File: config.mk
export PLATFORM = sky130hd
export DESIGN_NAME = burst_col_gen
export DESIGN_NICKNAME = d
export VERILOG_FILES = /design/src/rtl/bcg_pkg.sv /design/src/rtl/bcg_len_decode.sv /design/src/rtl/bcg_addr_calc.sv /design/src/rtl/burst_col_gen.sv
export SDC_FILE = /design/constraint.sdc
export NUM_CORES = 1
export LEC_CHECK = 0
export BUFFER_PORTS_ARGS = -buffer_cell sky130_fd_sc_hd__buf_2
export CAP_MARGIN = 20
export CORE_UTILIZATION = 35
export CTS_CLUSTER_DIAMETER = 120
export DETAILED_ROUTE_END_ITERATION = 16
export HOLD_SLACK_MARGIN = 0.15
export MAX_ROUTING_LAYER = met4
export PLACE_DENSITY_LB_ADDON = 0.15
export SLEW_MARGIN = 20
export SYNTH_ARGS = -nofsm -noshare
export SYNTH_HDL_FRONTEND = slang
export SYNTH_SLANG_ARGS = --single-unit
File: constraint.sdc
create_clock -name clk -period 3.5 [get_ports clk]
set_clock_uncertainty 0.1 [all_clocks]
set_input_delay 0.175 -clock clk [delete_from_list [all_inputs] [get_ports clk]]
set_output_delay 0.175 -clock clk [all_outputs]
set_load 0.02 [all_outputs]
File: src/rtl/bcg_pkg.sv
package bcg_pkg;
   // Ordering of beats within a fixed-length burst
   typedef enum logic {
      ORD_SEQ  = 1'b0,
      ORD_XOR  = 1'b1
   } bcg_order_e;
endpackage

File: src/rtl/bcg_len_decode.sv
module bcg_len_decode #(
   parameter int COL_W   = 8,
   parameter int LEN_W   = 3,
   parameter int MAX_LOG = 3
) (
   input  logic [LEN_W-1:0] code_i,
   output logic [COL_W-1:0] mask_o,
   output logic             fixed_o
);
   // codes 0..MAX_LOG are fixed lengths of 2**code beats, the rest full page
   always_comb begin
      fixed_o = (int'(code_i) <= MAX_LOG);
      for (int i = 0; i < COL_W; i++) begin
         mask_o[i] = fixed_o ? (i < int'(code_i)) : 1'b1;
      end
   end
endmodule

File: src/rtl/bcg_addr_calc.sv
module bcg_addr_calc
   import bcg_pkg::*;
#(
   parameter int COL_W = 8
) (
   input  logic [COL_W-1:0] base_i,
   input  logic [COL_W-1:0] beat_i,
   input  logic [COL_W-1:0] mask_i,
   input  bcg_order_e       order_i,
   output logic [COL_W-1:0] col_o
);
   logic [COL_W-1:0] low;

   always_comb begin
      low   = (order_i == ORD_XOR) ? (base_i ^ beat_i) : (base_i + beat_i);
      col_o = (base_i & ~mask_i) | (low & mask_i);
   end
endmodule

File: src/rtl/burst_col_gen.sv
module burst_col_gen
   import bcg_pkg::*;
#(
   parameter int COL_W          = 8,
   parameter int LEN_W          = 3,
   parameter int MAX_LOG        = 3,
   parameter bit HAS_INTERLEAVE = 1'b1
) (
   input  logic             clk,
   input  logic             rst_n,
   input  logic             start_i,
   input  logic [COL_W-1:0] start_col_i,
   input  logic [LEN_W-1:0] len_code_i,
   input  logic             order_i,
   input  logic             stop_i,
   output logic [COL_W-1:0] col_o,
   output logic             valid_o,
   output logic             last_o
);
   localparam int NUM_FIXED = MAX_LOG + 1;

   generate
      if (MAX_LOG >= COL_W) begin : g_bad_log
         $error("MAX_LOG must be smaller than COL_W");
      end
      if ((1 << LEN_W) <= NUM_FIXED) begin : g_bad_len
         $error("LEN_W leaves no code for full page");
      end
   endgenerate

   logic             busy;
   logic [COL_W-1:0] beat;
   logic [COL_W-1:0] base;
   logic [LEN_W-1:0] len_r;
   bcg_order_e       ord_r;
   bcg_order_e       ord_cap;
   logic [COL_W-1:0] mask;
   logic             fixed;
   logic [COL_W-1:0] cap_mask;
   logic             cap_fixed;

   bcg_len_decode #(.COL_W(COL_W), .LEN_W(LEN_W), .MAX_LOG(MAX_LOG)) u_dec (
      .code_i (len_r),
      .mask_o (mask),
      .fixed_o(fixed)
   );

   bcg_len_decode #(.COL_W(COL_W), .LEN_W(LEN_W), .MAX_LOG(MAX_LOG)) u_cap_dec (
      .code_i (len_code_i),
      .mask_o (cap_mask),
      .fixed_o(cap_fixed)
   );

   // interleaved order only for fixed lengths; full page forces sequential
   generate
      if (HAS_INTERLEAVE) begin : g_xor
         assign ord_cap = (order_i && cap_fixed) ? ORD_XOR : ORD_SEQ;
      end else begin : g_seq_only
         assign ord_cap = ORD_SEQ;
      end
   endgenerate

   bcg_addr_calc #(.COL_W(COL_W)) u_calc (
      .base_i (base),
      .beat_i (beat),
      .mask_i (mask),
      .order_i(ord_r),
      .col_o  (col_o)
   );

   assign valid_o = busy;
   assign last_o  = busy && fixed && (beat == mask);

   always_ff @(posedge clk or negedge rst_n) begin
      if (!rst_n) begin
         busy  <= 1'b0;
         beat  <= '0;
         base  <= '0;
         len_r <= '0;
         ord_r <= ORD_SEQ;
      end else if (start_i) begin
         busy  <= 1'b1;
         beat  <= '0;
         base  <= start_col_i;
         len_r <= len_code_i;
         ord_r <= ord_cap;
      end else if (busy && (stop_i || last_o)) begin
         busy  <= 1'b0;
      end else if (busy) begin
         beat  <= beat + 1'b1;
      end
   end


   last_needs_valid_chk: assert property (@(posedge clk) disable iff (!rst_n)
      last_o |-> valid_o);


   end_after_last_chk: assert property (@(posedge clk) disable iff (!rst_n)
      (last_o && !start_i) |=> !valid_o);


   start_loads_chk: assert property (@(posedge clk) disable iff (!rst_n)
      start_i |=> (valid_o && col_o == $past(start_col_i)));


   stop_ends_chk: assert property (@(posedge clk) disable iff (!rst_n)
      (stop_i && !start_i) |=> !valid_o);


   idle_stays_chk: assert property (@(posedge clk) disable iff (!rst_n)
      (!valid_o && !start_i) |=> !valid_o);


   upper_fixed_chk: assert property (@(posedge clk) disable iff (!rst_n)
      (valid_o && !start_i && !stop_i && !last_o)
      |=> (((col_o ^ $past(col_o)) & ~$past(mask)) == '0));


   fullpage_step_chk: assert property (@(posedge clk) disable iff (!rst_n)
      (valid_o && !fixed && !start_i && !stop_i)
      |=> (valid_o && col_o == $past(col_o) + 1'b1));
endmodule

After elaboration in Yosys (flattened, before gate mapping)
Index checks and enable logic that the tools add are counted.

Input port bits: 16. Memory bits (read-only): 0. Flip-flop bits (word level): 21. Memories: 0. Latch bits: 0. Memory bits (writable): 0. Logic and storage cells: 46.

Reduce and logical (&&, ||, !) cells: 8. $add $sub $neg: 2. $lt $le $gt $ge: 9. Shift operators: 0. Eq/ne operators: 2. Muxes and demuxes: 15. Divide/modulo/power cells: 0. Bitwise gates (word level): 5. Multiply operators: 0.

Operator list (count): 2-to-1 mux 8 bit (4); AND 8 bit (2); 2-to-1 mux 1 bit (11); less-than comparator 3 bit (first input constant) (3); adder 8 x 1 -> 8 bit (second input constant) (1); adder 8 bit (1); equality test 8 bit (1); inverter 8 bit (1); OR 8 bit (1); XOR 8 bit (1); less-or-equal comparator 3 x 2 -> 1 bit (second input constant) (2); less-than comparator 1 x 3 -> 1 bit (first input constant) (2); less-than comparator 2 x 3 -> 1 bit (first input constant) (2); logical AND 1 bit (4); nonzero test 2 bit (2); inequality test 2 bit (second input constant) (1); AND reduction 2 bit (1); logical OR 1 bit (1).

Logic depth before layout (Yosys ltp)
Gate-level depths: netlist of the first run.

Depth after elaboration: 8. Depth in mapped cells: 8. Depth with buffers taken out: 8.

Cells and area by module
A second synthesis of the first run with hierarchy kept.

Cell total of the unflattened synthesis: 173. Area, all modules: 1579.0 µm².

By module, submodules not included: burst_col_gen (area each 1071.0 µm², cells each 94, times used 1); bcg_addr_calc (area each 420.4 µm², cells each 61, times used 1); bcg_len_decode (area each 43.8 µm², cells each 9, times used 2).

Least setup slack after synthesis of the first run
OpenSTA, ideal clock, no wires.

Kind: flip-flop to output port. Start point: register beat[1]. End point: output col_o[4]. Stages on the path, launching flop included: 9. Path buffers: 1. Arrival time: 1.926 ns. Slack: 1.299 ns. Path through: dfrtp_1 -> clkbuf_1 -> inv_1 -> fa_1 -> nor2b_1 -> o21ai_1 -> a21oi_1 -> xnor2_1 -> a21oi_1.

Word-level cells in the longest chain between the ends: 4.

RTL lines: start, declared (line burst_col_gen.sv:32) `logic [COL_W-1:0] beat;`; start signal, assigned (line burst_col_gen.sv:90) `beat <= beat + 1'b1;`; adder 8 bit (line bcg_addr_calc.sv:15) `low = (order_i == ORD_XOR) ? (base_i ^ beat_i) : (base_i + beat_i);`; 2-to-1 mux 8 bit (line bcg_addr_calc.sv:15); AND 8 bit (line bcg_addr_calc.sv:16) `col_o = (base_i & ~mask_i) | (low & mask_i);`; OR 8 bit (line bcg_addr_calc.sv:16); end, declared (line burst_col_gen.sv:16) `output logic [COL_W-1:0] col_o,`.

No other way between the ends.

Final worst setup path of the first run
Start point: register beat[0]. End point: output col_o[6].

The elaborated chain is that of the path after synthesis.

==> metrics.txt, run 1 <==
outcome complete, no violations; Num CTS Buffers 3; CP Launch Point beat[0]; syn avg cell area 9.139 µm²; DRT Pass-1 Iters 4; worst endpoint data arrival time 2.36 ns; Final Setup Violations 0; Die Wd 66.84 µm; Die H 66.84 µm; mapped cell area 1471 µm²; top-count cell post-synth dfrtp_1; Num Clock Sinks 21; max cap viols 0; Max Clock Freq 378.9 MHz; effective utilization at floorplan 36.52%; Clock Tree Buf Depth 2; GRT overflow 0; Routed WL 3174 µm; port buffer count 25; kind of critical path reg -> out; list of most frequent post-synthesis cells dfrtp_1, nor2_1, a21oi_1, mux2_1, o21ai_1; htree depth 1; I/O Pins 26; # DRC 0; ranking of synthesized cells by area dfrtp_1, mux2_1, ha_1; launching point of the worst reg2reg path len_r[2]; switch share 36.92%; FILL cells 413; Layout area overhead 21.26%; Tmin final 2.639 ns; RSZ-0062 raised after global routing false; final hold vios 0; Net Sw Power 0.2734 mW; first-pass GRT wire length 5326 µm; leakage 0.7837 nW; Max stage delay on crit path 0.56 ns; internal power 0.4671 mW; # nets final 220; TNS Setup 0 ns; gr usage total 16.25%; Least-Margin Pin Slew 0.6169 ns; placed inst area 1609 µm²; Worst R2R End beat[1]; fin. max-slew vios 0; FP Rows 23; Synth Register Bits 21; Worst VDD drop 0.0002401 V; fin area 1784 µm²; largest area contributor in the netlist dfrtp_1; floorplan core area 4029 µm²; PD cells 415.0 nW/µm²; CTS root buf clkbuf_8; post_cts resized 0; via count 1251; max_slew headroom 58.87%; EDFF count, synth 0; vias in the first global route 1150; TritonCTS clock tree built; type of origin of the critical path register; Die Area 4468 µm²; final worst path period share 75.41%; clock transition at the registers of the reported paths 0.08 ns; First DRT Iteration DRCs 43; Post-synth top flop dfrtp_1; wire per inst 13.01 µm; Worst Path Max Fanout 10; CP required 3.22 ns; placer congestion estimate 0.8489; Detailed Place HPWL 2340 µm; syn_nets 186; Unique masters post-synth 39; Post-Syn Instances 161; Critical Path Sink col_o[6]; worst skew pair latency 0.26 ns; Comb pwr share 35.4%; largest net degree at the start of global routing 25; Vias/cell 5.127; hold_buf cts 13; critical-path cell list ha_1 -> inv_1 -> fa_1 -> nor2b_1 -> o21ai_1 -> a21oi_1 -> nor3_1 -> nand3b_1 -> buf_2; Seq pwr share 43.0%; Crit. End Element primary output; CP max-delay cell dfrtp_1; Post-DRT Antenna Nets 0; Clk network pwr share 21.7%; initial antenna violation count 0; FF-to-FF path depth 5; Hold WC Path Type in -> reg; Post-synth ARST share 100.0%; Synth Warn # 0; post-synth top area share 35.71%; R2R Setup Slk 1.29 ns; layout cells sized above 1 15.98%; post-CTS setup buffer count 0; register area share after synthesis 35.71%; Inserted Diodes 0
[registers in the layout, indices dropped and copies added, names as in the netlist]
register  cells
ord_r         1
valid_o       1
beat          8
base          8
len_r         3
[logic make-up after synthesis]
logic type / synth area share (%)
fa+ha+maj: 8.164
compound gates: 15.05
flops: 35.71
mux: 9.014
buf+inv: 5.187
simple gates: 19.13
xor+xnor: 7.738
[cell usage in the layout (no fill, tap or decap), drive strengths merged, types with 3 or more instances in the layout]
cell type,synthesis,layout
dlygate4sd3,0,13
mux2,10,10
a211oi,3,3
nand3,5,5
nand3b,4,4
a21oi,11,11
ha,8,8
nand2,7,7
dfrtp,21,21
or3,3,3
buf,3,25
inv,7,7
xnor2,6,6
xor2,7,7
clkbuf,6,4
o21ai,13,13
and3,3,3
nor3,6,6
nor2,16,16
nor2b,3,3
[worst max-delay path, delay by kind of cell, from the launching register on]
kind / cells / cell delay [ns]
buf+inv: 2 / 0.23
simple gates: 3 / 0.35
fa+ha+maj: 2 / 0.67
compound gates: 2 / 0.31
flops: 1 / 0.56
[power by group through the flow]
stage          Clock [mW]  Sequential [mW]  Combinational, mW
3_5_place_dp            0            0.323              0.251
5_1_grt             0.176            0.325              0.293
4_1_cts             0.168            0.318              0.264
2_1_floorplan           0            0.292              0.220
6_report            0.160            0.318              0.262
3_3_place_gp            0            0.320              0.249
[per-stage QoR]
stage	power (mW)	hold WS, ns	worst slack, ns	cells	util (%)
after detailed placement	0.5731	0.07541	1.187	227	39.94
after global placement	0.5694	0.07391	1.213	227	39.94
after global routing	0.7936	0.3180	0.6830	244	44.29
final	0.7405	0.2661	0.8607	244	44.29
after CTS	0.7497	0.2711	0.8742	244	44.29
after floorplan	0.5123	-0.2206	1.299	161	-
[how the worst min path moves through the flow]
stage / start / end / slack, ns / cells after the start
global route: start_i / beat[1] / 0.32 / 2
floorplan: rst_n / base[0] / -0.22 / 0
detailed placement: rst_n / base[4] / 0.08 / 1
global placement: rst_n / base[4] / 0.07 / 1
CTS: start_i / beat[0] / 0.27 / 2
finish: start_i / beat[4] / 0.27 / 2
[area by class of cell]
class	count	area, µm²	share of cell area [%]
clock buffer	4	45.04	2.525
sequential	21	525.5	29.45
timing repair buffer	38	255.2	14.31
tap	50	62.56	3.506
multi-input combinational	124	869.6	48.74
inverter	7	26.28	1.473
[layer usage]
metal | vias up | wire length [µm] | GRT usage [%]
met5 | - | 0 | -
met2 | 20 | 1462 | 24.12
met3 | 4 | 96 | 2.226
met1 | 593 | 1586 | 22.76
met4 | 0 | 27 | 5.053
li1 | 634 | - | -
No activity file was read; power rests on OpenSTA's default activity.
==> run 2, diff against run 1 <==
Settings changed: ABC_AREA from default to 1.
Clock period 3.5 ns to 2.3 ns, I/O delays scaled along.
==> metrics.txt, run 2 <==
most frequent cells in the layout nand2_1, inv_1, nand3_1; FILL cells 428; Synth Register Bits 21; Clock Tree Buf Depth 2; htree depth 1; PD cells 474.0 nW/µm²; vias in the first global route 1388; largest net degree at the start of global routing 24; type of origin of the critical path register; worst skew pair latency 0.27 ns; total power 0.9281 mW; floorplan core area 4115 µm²; Detailed Place HPWL 2755 µm; ranking of synthesized cells by area dfrtp_1, nand2_1, nand3_1; Unique masters post-synth 24; # DRC 0; Crit. End Element primary output; First DRT Iteration DRCs 84; I/O Pins 26; syn_nets 245; top-count cell post-synth nand2_1; outcome complete, no violations; switch share 33.70%; Post-synth top flop dfrtp_1; register area share after synthesis 34.06%; Num CTS Buffers 3; post-synth top area share 34.06%; Die Area 4677 µm²; Routed WL 3802 µm; CTS root buf clkbuf_8; Inserted Diodes 0; clock transition at the registers of the reported paths 0.09 ns; Post-synth ARST share 100.0%; wire per inst 12.15 µm; Num Clock Sinks 21; EDFF count, synth 0; Tmin final 2.139 ns; Post-Syn Instances 220; max_slew headroom 59.62%; fin. max-slew vios 0; gr usage total 18.68%; internal power 0.6153 mW; Worst Path Max Fanout 3; GRT overflow 0; syn avg cell area 7.012 µm²; Seq pwr share 44.3%; list of most frequent post-synthesis cells nand2_1, inv_1, nand3_1, dfrtp_1, o21ai_0; initial antenna violation count 0; port buffer count 25; Hold WC Path Type in -> reg; TritonCTS clock tree built; Layout area overhead 26.93%; Die H 68.39 µm; first-pass GRT wire length 6341 µm; TNS Setup 0 ns; Synth Warn # 0; Max stage delay on crit path 0.36 ns; Largest regs base (8), beat (8), len_r (3); FP Rows 23; Vias/cell 4.712; Net Sw Power 0.3128 mW; leakage 1.053 nW; Comb pwr share 27.8%; Max Clock Freq 467.5 MHz; effective utilization at floorplan 37.49%; final hold vios 0; kind of critical path reg -> out; # nets final 289; worst endpoint data arrival time 1.92 ns; mapped cell area 1543 µm²; CP required 2.09 ns; DRT Pass-1 Iters 4; max cap viols 0; most common cell after layout, fill and taps aside nand2_1; CP max-delay cell dfrtp_1; via count 1475; Least-Margin Pin Slew 0.6035 ns; Die Wd 68.39 µm; Clk network pwr share 27.8%; layout cells sized above 1 20.53%; Final Setup Violations 0; critical-path cell list ha_2 -> inv_2 -> fa_2 -> inv_2 -> nand3_2 -> nand2_1 -> nand2_1 -> o21ai_1 -> a21oi_1 -> a21oi_1 -> buf_4; Worst VDD drop 0.0001812 V; final worst path period share 93.01%; placer congestion estimate 0.8796; Post-DRT Antenna Nets 0; largest area contributor in the netlist dfrtp_1; RSZ-0062 raised after global routing true
==> run 2: layer usage <==
layer / part of all wire (%) / track usage, %
met5: 0 / -
met4: 0.60 / 4.948
met3: 2.7 / 2.500
met2: 45 / 28.92
met1: 52 / 25.38
==> run 2: final cells by class <==
cell class                 instances  area, µm²  share of cell area (%)
multi-input combinational        164      895.9                   45.75
sequential                        21      529.3                   27.03
timing repair buffer              44      311.5                   15.91
inverter                          30      112.6                   5.751
tap                               50      62.56                   3.195
clock buffer                       3      41.29                   2.109
clock inverter                     1      5.005                  0.2556
==> run 2: repair_timing <==
| action | CTS | global route |
|---|---|---|
| resized for setup | 1 | 15 |
| hold buffers | 14 | 0 |
| buffers inserted | 1 | 1 |
| hold endpoints to repair | 33 | 0 |
| setup endpoints to repair | 2 | 3 |
==> run 2: cell families (layout without fill, tap and decap cells) <==
group | count (synthesis) | count (layout) | share of synthesized area, %
AO/OA/AOI/OAI | 24 | 24 | 8.192
flip-flops | 21 | 21 | 34.06
XOR/XNOR | 6 | 6 | 3.406
adder cells (fa/ha/maj) | 9 | 9 | 7.786
buffers and inverters | 35 | 78 | 9.975
AND/OR/NAND/NOR | 125 | 125 | 36.58
==> run 2: final timing paths <==
| path | from | endpoint | slack, ns | cells after the start |
|---|---|---|---|---|
| setup / recovery | beat[0] | col_o[4] | 0.16 | 11 |
| hold / removal | stop_i | beat[1] | 0.16 | 4 |
| setup reg to reg | len_r[2] | beat[6] | 0.62 | 10 |
| hold reg to reg | base[6] | base[6] | 0.44 | 2 |
| max in group asynchronous | rst_n | beat[6] | 1.47 | 2 |
| min in group asynchronous | rst_n | beat[2] | 0.25 | 2 |
==> run 2: critical path: cells and delay by family (launching register included) <==
family,cells,cell delay [ns]
buf+inv,3,0.27
simple gates,3,0.18
compound gates,3,0.29
flops,1,0.36
fa+ha+maj,2,0.55
==> run 2: power by group through the flow <==
stage               clock (mW)  combinational (mW)  sequential [mW]
finish                   0.258               0.258            0.412
floorplan                    0               0.155            0.415
global placement             0               0.226            0.419
detailed placement           0               0.226            0.419
CTS                      0.265               0.249            0.411
global route             0.277               0.292            0.415
==> run 2: stage by stage <==
step	setup slack (ns)	utilization [%]	cell area [µm²]	hold slack (ns)	std cells
floorplan	0.3139	-	1543	-0.2806	220
global placement	0.2740	41.59	1712	0.01733	293
detailed placement	0.2357	41.59	1712	0.03295	293
CTS	0.02499	46.34	1907	0.1521	312
global route	-0.02006	47.58	1958	0.1733	313
finish	0.1608	47.58	1958	0.1595	313
==> run 3, diff against run 2 <==
Settings changed: GPL_TIMING_DRIVEN from default to 0, SYNTH_HIERARCHICAL from default to 1.
==> metrics.txt, run 3 <==
outcome complete, no violations; RSZ-0062 raised after global routing false; Worst Path Max Fanout 7; Num Clock Sinks 21; placed inst area 1857 µm²; worst endpoint data arrival time 1.93 ns; CP Buf/Inv Count 2; Clock Tree Buf Depth 2; CTS root buf clkbuf_8; max_slew headroom 65.11%; Layout area overhead 26.13%; Routed WL 3932 µm; final hold vios 0; vias in the first global route 1406; # nets final 331; gr usage total 17.22%; First DRT Iteration DRCs 113; Final Setup Violations 0; Max Clock Freq 465.6 MHz; I/O Pins 26; syn avg cell area 6.435 µm²; DP Cell Count 336; mapped cell area 1667 µm²; effective utilization at floorplan 37.25%; most common cell after layout, fill and taps aside nand2_1; fin area 2102 µm²; CP Launch Point beat[1]; fin. max-slew vios 0; wire per inst 11.01 µm; worst skew pair latency 0.27 ns; critical-path cell list inv_1 -> fa_2 -> o21ai_2 -> nand2_1 -> xor2_1 -> a21oi_1 -> buf_4; type of origin of the critical path register; Tmin final 2.148 ns; Hold WC Path Type in -> async; via count 1610; launching point of the worst reg2reg path len_r[2]; initial antenna violation count 0; Largest regs base (8), beat (8), len_r (3); Least-Margin Pin Slew 0.5233 ns; largest net degree at the start of global routing 22; first-pass GRT wire length 6458 µm; total power 0.9469 mW; GRT overflow 0; max cap viols 0; TritonCTS clock tree built; Post-Syn Instances 259; FP Rows 24; CP max-delay cell dfrtp_1; leakage 1.187 nW; Die H 71.01 µm; Worst VDD drop 0.0002396 V; floorplan core area 4474 µm²; layout cells sized above 1 15.41%; port buffer count 25; htree depth 1; most frequent cells in the layout nand2_1, inv_1, buf_2; Vias/cell 4.510; Inserted Diodes 0; Num CTS Buffers 3; clock transition at the registers of the reported paths 0.08 ns; PD cells 450.5 nW/µm²; syn_nets 284; # DRC 0; Detailed Place HPWL 2813 µm; crit-path leading delay family flip-flops; CP required 2.09 ns; TNS Setup 0 ns; Crit. End Element primary output; kind of critical path reg -> out; placer congestion estimate 0.7985; DRT Pass-1 Iters 6; Post-DRT Antenna Nets 0; final worst path period share 93.37%; Max stage delay on crit path 0.48 ns; Die Wd 71.01 µm; fin cells 357; Synth Warn # 6; Die Area 5042 µm²; final design utilization 46.98%
run 3: through the flow:
stage | hold slack (ns) | setup slack (ns)
final | 0.2329 | 0.1524
after floorplan | -0.2806 | 0.3773
after detailed placement | 0.01958 | 0.2647
after CTS | 0.2461 | 0.007495
after global placement | 0.01435 | 0.2825
after global routing | 0.2827 | 0.02281
run 3: cell type report:
| cell class | count | area (µm²) |
|---|---|---|
| plain buffers | 10 | 43.79 |
| clock buffers | 4 | 45.04 |
| fillers | 469 | 2372 |
| inverters | 44 | 165.2 |
| multi-input cells | 184 | 959.7 |
| flip-flops and latches | 21 | 528.0 |
| well taps | 52 | 65.06 |
| repair buffers | 42 | 295.3 |
run 3: metal layers:
metal | global-route usage, % | vias to the layer above | wire length (µm)
li1 | - | 887 | -
met1 | 23.56 | 689 | 2087
met2 | 25.85 | 29 | 1671
met3 | 2.707 | 5 | 115
met4 | 6.000 | 0 | 57
met5 | - | - | 0
run 3: timing repair:
item                       4_1_cts  5_1_grt
setup buffers                    0        1
hold endpoints to repair        41        0
pin swaps                        0        2
setup endpoints to repair        2        4
hold buffers                    16        0
gates resized for setup          1        6
run 3: final timing paths:
path	cells past startpoint	slack (ns)	endpoint
setup / recovery	7	0.15	col_o[4]
hold / removal	2	0.23	beat[7]
setup reg to reg	10	0.60	beat[0]
hold reg to reg	2	0.41	len_r[1]
max in group asynchronous	2	1.50	len_r[2]
min in group clk	5	0.24	len_r[1]
run 3: power by group:
group          total, mW  leakage, nW  internal [mW]  switching, mW
Combinational      0.270        0.898          0.112          0.158
Clock              0.257       0.0228          0.124          0.133
Sequential         0.419        0.266          0.392         0.0274
